### src/rtl/bxp_pkg.sv
package bxp_pkg;

    localparam int NPAIR  = 5;
    localparam int BYTE_W = 8;

    typedef enum logic [1:0] {
        MD_XOR = 2'd0,
        MD_SUM = 2'd1,
        MD_KEY = 2'd2,
        MD_RSV = 2'd3
    } mode_e;

    function automatic mode_e to_mode(input logic [1:0] raw);
        return mode_e'(raw);
    endfunction

endpackage

### src/rtl/bxp_front.sv
module bxp_front #(
    parameter int NP = bxp_pkg::NPAIR,
    parameter int BW = bxp_pkg::BYTE_W
) (
    input  logic [2*NP*BW-1:0] raw_data,
    input  bxp_pkg::mode_e     mode,
    input  logic               rev,
    input  logic               mix,
    input  logic [2*BW-1:0]    seed,
    output logic [2*NP*BW-1:0] prep_data
);
    localparam int NB = 2 * NP;

    logic [NB*BW-1:0] flipped;
    logic [NB*BW-1:0] folded;

    for (genvar i = 0; i < NB; i++) begin : g_byte
        assign flipped[i*BW +: BW] = raw_data[(NB-1-i)*BW +: BW];
        assign folded[i*BW +: BW]  = raw_data[i*BW +: BW] ^ seed[(i%2)*BW +: BW];
    end

    always_comb begin
        prep_data = raw_data;
        if (mode == bxp_pkg::MD_SUM && rev) prep_data = flipped;
        if (mode == bxp_pkg::MD_KEY && mix) prep_data = folded;
    end
endmodule

### src/rtl/bxp_expand.sv
module bxp_expand #(
    parameter int NP = bxp_pkg::NPAIR,
    parameter int BW = bxp_pkg::BYTE_W
) (
    input  logic [2*NP*BW-1:0]     src,
    input  bxp_pkg::mode_e         mode,
    input  logic                   pad,
    output logic [(3*NP+1)*BW-1:0] dst
);
    localparam int MID_W = 3 * NP * BW;

    logic [BW-1:0]    xb [NP];
    logic [BW-1:0]    sb [NP];
    logic [MID_W-1:0] xor_body;
    logic [MID_W-1:0] key_body;
    logic [BW-1:0]    chk_sum;
    logic [BW-1:0]    key_top;

    for (genvar p = 0; p < NP; p++) begin : g_pair
        logic [BW-1:0] hi, lo;
        assign hi    = src[(2*p+1)*BW +: BW];
        assign lo    = src[(2*p)*BW +: BW];
        assign xb[p] = hi ^ lo;
        assign sb[p] = hi + lo;

        assign xor_body[(3*p+2)*BW +: BW] = hi;
        assign xor_body[(3*p+1)*BW +: BW] = lo;
        assign xor_body[(3*p)*BW   +: BW] = xb[p];

        assign key_body[(3*p+2)*BW +: BW] = sb[p];
        assign key_body[(3*p+1)*BW +: BW] = hi;
        assign key_body[(3*p)*BW   +: BW] = lo;
    end

    always_comb begin
        chk_sum = '0;
        key_top = '0;
        for (int p = 0; p < NP; p++) begin
            chk_sum = chk_sum + xb[p];
            key_top = key_top ^ sb[p];
        end
    end

    always_comb begin
        unique case (mode)
            bxp_pkg::MD_XOR: dst = pad ? {xor_body, {BW{1'b0}}} : {{BW{1'b0}}, xor_body};
            bxp_pkg::MD_SUM: dst = {xor_body, chk_sum};
            bxp_pkg::MD_KEY: dst = {key_top, key_body};
            default:         dst = '0;
        endcase
    end
endmodule

### src/rtl/byte_expander.sv
module byte_expander #(
    parameter int NP    = bxp_pkg::NPAIR,
    parameter int BW    = bxp_pkg::BYTE_W,
    parameter int IN_W  = 2 * NP * BW,
    parameter int OUT_W = (3 * NP + 1) * BW,
    parameter int SD_W  = 2 * BW
) (
    input  logic             clk,
    input  logic             rst,
    input  logic             in_valid,
    output logic             in_ready,
    input  logic [IN_W-1:0]  in_data,
    input  logic [1:0]       in_mode,
    input  logic             in_rev,
    input  logic             in_pad,
    input  logic             in_mix,
    input  logic [SD_W-1:0]  in_seed,
    output logic             out_valid,
    input  logic             out_ready,
    output logic [OUT_W-1:0] out_data
);
    import bxp_pkg::*;

    mode_e            mode;
    logic [IN_W-1:0]  prep;
    logic [OUT_W-1:0] wide;
    logic             take;

    assign mode     = to_mode(in_mode);
    assign in_ready = !out_valid || out_ready;
    assign take     = in_valid && in_ready;

    bxp_front #(.NP(NP), .BW(BW)) u_front (
        .raw_data (in_data),
        .mode     (mode),
        .rev      (in_rev),
        .mix      (in_mix),
        .seed     (in_seed),
        .prep_data(prep)
    );

    bxp_expand #(.NP(NP), .BW(BW)) u_expand (
        .src (prep),
        .mode(mode),
        .pad (in_pad),
        .dst (wide)
    );

    always_ff @(posedge clk) begin
        if (rst) begin
            out_valid <= 1'b0;
            out_data  <= '0;
        end else if (take) begin
            out_valid <= 1'b1;
            out_data  <= wide;
        end else if (out_ready) begin
            out_valid <= 1'b0;
        end
    end
endmodule

### config.mk
export PLATFORM = sky130hd
export DESIGN_NAME = byte_expander
export DESIGN_NICKNAME = d
export VERILOG_FILES = /design/src/rtl/bxp_pkg.sv /design/src/rtl/bxp_front.sv /design/src/rtl/bxp_expand.sv /design/src/rtl/byte_expander.sv
export SDC_FILE = /design/constraint.sdc
export NUM_CORES = 1
export LEC_CHECK = 0
export BUFFER_PORTS_ARGS = -buffer_cell sky130_fd_sc_hd__buf_2
export CELL_PAD_IN_SITES_DETAIL_PLACEMENT = 1
export CELL_PAD_IN_SITES_GLOBAL_PLACEMENT = 2
export CORE_UTILIZATION = 28
export CTS_CLUSTER_SIZE = 25
export DETAILED_ROUTE_END_ITERATION = 6
export GPL_ROUTABILITY_DRIVEN = 0
export GPL_TIMING_DRIVEN = 0
export HOLD_SLACK_MARGIN = 0.1
export PLACE_DENSITY = 0.73
export SETUP_SLACK_MARGIN = 0.3
export SLEW_MARGIN = 20
export SYNTH_ARGS = -nofsm -noshare
export SYNTH_HDL_FRONTEND = slang
export SYNTH_SLANG_ARGS = --single-unit
### constraint.sdc
create_clock -name clk -period 5.8 [get_ports clk]
set_input_delay 0.87 -clock clk [delete_from_list [all_inputs] [get_ports clk]]
set_output_delay 0.87 -clock clk [all_outputs]
set_load 0.02 [all_outputs]
==> run summary <==
antenna violations before repair: 0
Internal: 2.68 mW
die width: 198 um
Max-Slew Margin vs Limit: 0.307
antenna viol nets, final: 0
slew at the pin closest to its max-slew limit: 1040 ps
DRC violations left: 0
number of antenna diodes: 0
Overall Power: 4.76 mW
number of hold-repair buffers added at the cts stage: 0
net count of the mapped netlist: 1611
cell type with the highest occurrence count on the critical path: sky130_fd_sc_hd__fa_1
post-synthesis cell count: 1438
floorplan die area: 39300 um2
Clock Skews: 19.3 ps
sequential cell area fraction in the yosys report: 0.239
routed length per placed instance: 27.1 um
max_cap viols: 0
worst min-delay path category: reg2reg
HPWL after DPL: 48.1 mm
proportion of total power due to net switching: 0.438
number of rows in the core area: 71
share of the cycle needed by the critical path after routing: 0.939
flop and latch count out of synthesis: 129
CP arrival: 5760 ps
share of power burned in combinational logic: 0.560
die boundary height: 198 um
number of flops mapped to enable cells by yosys: 0
category of the critical setup timing path: in2reg
total global routing overflow: 0
average size of a mapped cell: 7.50 um2
CTS tree: yes
Largest delay share family, worst path: adder cells
Clock Tree Root: sky130_fd_sc_hd__clkbuf_16
insertion delay to the later sink of the worst-skew pair: 460 ps
setup repair after global routing missed its margin: yes
overall via count from detail_route: 12994
proportion of synthesized flip-flops having asynchronous set or reset: 0
All-Layer GR Usage: 0.310
Finish-stage setup viols: 0
total detailed-routing wirelength: 60.9 mm
count of placed standard cells in the final layout, fillers left out: 2247
clock power share: 0.230
Critical Path Fanout Max: 7
total number of clock tree sinks: 129
synth unique cells: 67
layout filler cell count: 4675
Peak supply drop: 0.000261 V
count of placed standard cells including taps: 2180
combined area of all synthesized cells: 10800 um2
violation count after the first detailed-route iteration: 1158
element type at the critical path end: flop
series of cell instances along the critical path: buf_6, buf_8, nand3b_4, clkbuf_16, o21a_4, o221a_4, ha_4, inv_2, fa_1, fa_1, inv_2, fa_1, ha_2, fa_2, a21oi_2, o21bai_2, xor2_1, a222oi_1, nor2_1, a21oi_1, nor2_1
fraction of layout instances using a drive strength above 1: 0.257
Util after Layout: 0.370
number of warnings issued by yosys: 0
crit path time final: 5440 ps
largest net degree at the start of global routing: 17
number of buffers added by the clock tree synthesis step: 17
area of the core: 37800 um2
final net count: 1896
longest individual stage delay on the worst path: 510 ps
layout overhead on the synthesized area: 29.5%
flop2flop setup slack: 2780 ps
register clock-pin slew on the reported worst setup and hold paths: 60 ps
IO Pins: 235
H-tree depth: 4
required time of the worst setup path: 6120 ps
largest buffer count on any clock path: 2
power per cell area: 341 nW/um2
TritonRoute pass-1 iters: 7
CP Buf/Inv Count: 5
final max-slew violation count: 0
via count normalized by instance count: 5.78
final hold violation count: 0
Critical Path Slowest Stage Cell: sky130_fd_sc_hd__fa_1
sw power: 2.09 mW
# port buffers: 231
initial cell density of the core: 0.286
sequential group share of total power: 0.209
global-route wire length before repair: 87.6 mm
ys flop type: sky130_fd_sc_hd__dfxtp_1
LEAKAGE: 5.75 nW
via count of the first global-routing pass: 12989
startpoint class of the critical path: input port
maximum achievable frequency: 0.184 GHz
Total Negative Setup Slacks: 0 ps
result of the run: completed
per-layer routing:
metal	global-route usage	wire [um]	vias up	share of wire
met2	0.474	26700	625	0.44
met5	0	0	-	0
met1	0.420	27200	6415	0.45
met4	0.124	2230	0	0.037
li1	-	-	5850	-
met3	0.0666	4760	104	0.078
stage by stage:
step | hold slack (ps) | worst slack [ps] | area (um2)
finish | 452 | 356 | 14000
global route | 471 | 238 | 14000
CTS | 458 | 309 | 13800
detailed placement | 449 | -1060 | 12600
global placement | 443 | -992 | 12600
floorplan | 530 | 310 | 10800
path summary, 6_finish.rpt:
kind                              startpoint           end  cells after the start
worst max-delay path              in_mode[0]   out_data[5]                     21
worst min-delay path            out_data[23]  out_data[23]                      2
worst max register to register     out_valid  out_data[50]                      8
worst min register to register  out_data[23]  out_data[23]                      2
cell usage in the layout, fill, tap and decap left out, types with 6 or more instances in the layout:
master                      instances
sky130_fd_sc_hd__buf_1              6
sky130_fd_sc_hd__o21a_1            16
sky130_fd_sc_hd__buf_2            234
sky130_fd_sc_hd__dfxtp_1          129
sky130_fd_sc_hd__o211ai_1           7
sky130_fd_sc_hd__nor2_1           152
sky130_fd_sc_hd__inv_1             45
sky130_fd_sc_hd__nand3_1           11
sky130_fd_sc_hd__a21oi_1          195
sky130_fd_sc_hd__o221a_2           57
sky130_fd_sc_hd__o221ai_1          12
sky130_fd_sc_hd__and2_1             6
sky130_fd_sc_hd__clkbuf_16         21
sky130_fd_sc_hd__fa_1              24
sky130_fd_sc_hd__a21o_1            13
sky130_fd_sc_hd__o21bai_1           8
sky130_fd_sc_hd__o221a_4           10
sky130_fd_sc_hd__nand2_1          208
sky130_fd_sc_hd__o21ai_0           51
sky130_fd_sc_hd__nor3_1            20
sky130_fd_sc_hd__buf_4             33
sky130_fd_sc_hd__a22oi_1          135
sky130_fd_sc_hd__xor2_1            17
sky130_fd_sc_hd__ha_4              10
sky130_fd_sc_hd__and3_1             7
sky130_fd_sc_hd__ha_1              29
sky130_fd_sc_hd__clkbuf_1          81
sky130_fd_sc_hd__xnor2_1           52
worst min-delay path, stage by stage, from the launching register on:
cell and delay, ps:
sky130_fd_sc_hd__dfxtp_1 310, sky130_fd_sc_hd__nand2_1 50, sky130_fd_sc_hd__a21oi_1 50
state kept, by name (all words and copies together) (netlist names):
name,count
out_data,128
out_valid,1
timing repair:
action	in CTS	in global routing
setup buffers	21	14
endpoints found under the hold margin	0	0
gates resized for setup	93	17
pin swaps	17	17
cloned	0	0
endpoints found under the setup margin	6	3
cell families after synthesis:
family / after synthesis / synth area share
AO/OA/AOI/OAI: 564 / 0.365
AND/OR/NAND/NOR: 443 / 0.176
adder cells (fa/ha/maj): 68 / 0.0963
flip-flops: 129 / 0.239
multiplexers: 1 / 0.00104
buffers and inverters: 160 / 0.0586
XOR/XNOR: 73 / 0.0638
power by group through the flow:
stage	Combinational (mW)	Sequential, mW	Clock, mW
after global placement	2.40	1.02	0
after CTS	2.54	0.997	1.12
final	2.67	0.997	1.10
after detailed placement	2.43	1.02	0
after floorplan	1.62	1.09	0
after global routing	2.87	1.00	1.15
synth_stat cells (25+ instances only):
master / instances / area [um2]
sky130_fd_sc_hd__dfxtp_1: 129 / 2580
sky130_fd_sc_hd__ha_1: 43 / 538
sky130_fd_sc_hd__o221a_2: 67 / 754
sky130_fd_sc_hd__a22oi_1: 135 / 1010
sky130_fd_sc_hd__inv_1: 49 / 184
sky130_fd_sc_hd__o21ai_0: 51 / 255
sky130_fd_sc_hd__fa_1: 25 / 500
sky130_fd_sc_hd__a21oi_1: 197 / 986
sky130_fd_sc_hd__xnor2_1: 52 / 455
sky130_fd_sc_hd__clkbuf_1: 91 / 342
sky130_fd_sc_hd__nand2_1: 209 / 785
sky130_fd_sc_hd__nor2_1: 152 / 571
cell type report:
class | count | area, um2 | area share
inverter | 50 | 188 | 0.0134
buffer | 110 | 633 | 0.0453
tap | 511 | 639 | 0.0457
multi-input combinational | 1149 | 7910 | 0.566
sequential | 129 | 2580 | 0.185
clock inverter | 14 | 129 | 0.00922
timing repair buffer | 266 | 1450 | 0.104
clock buffer | 18 | 439 | 0.0314
(Power assumes the default switching activity.)
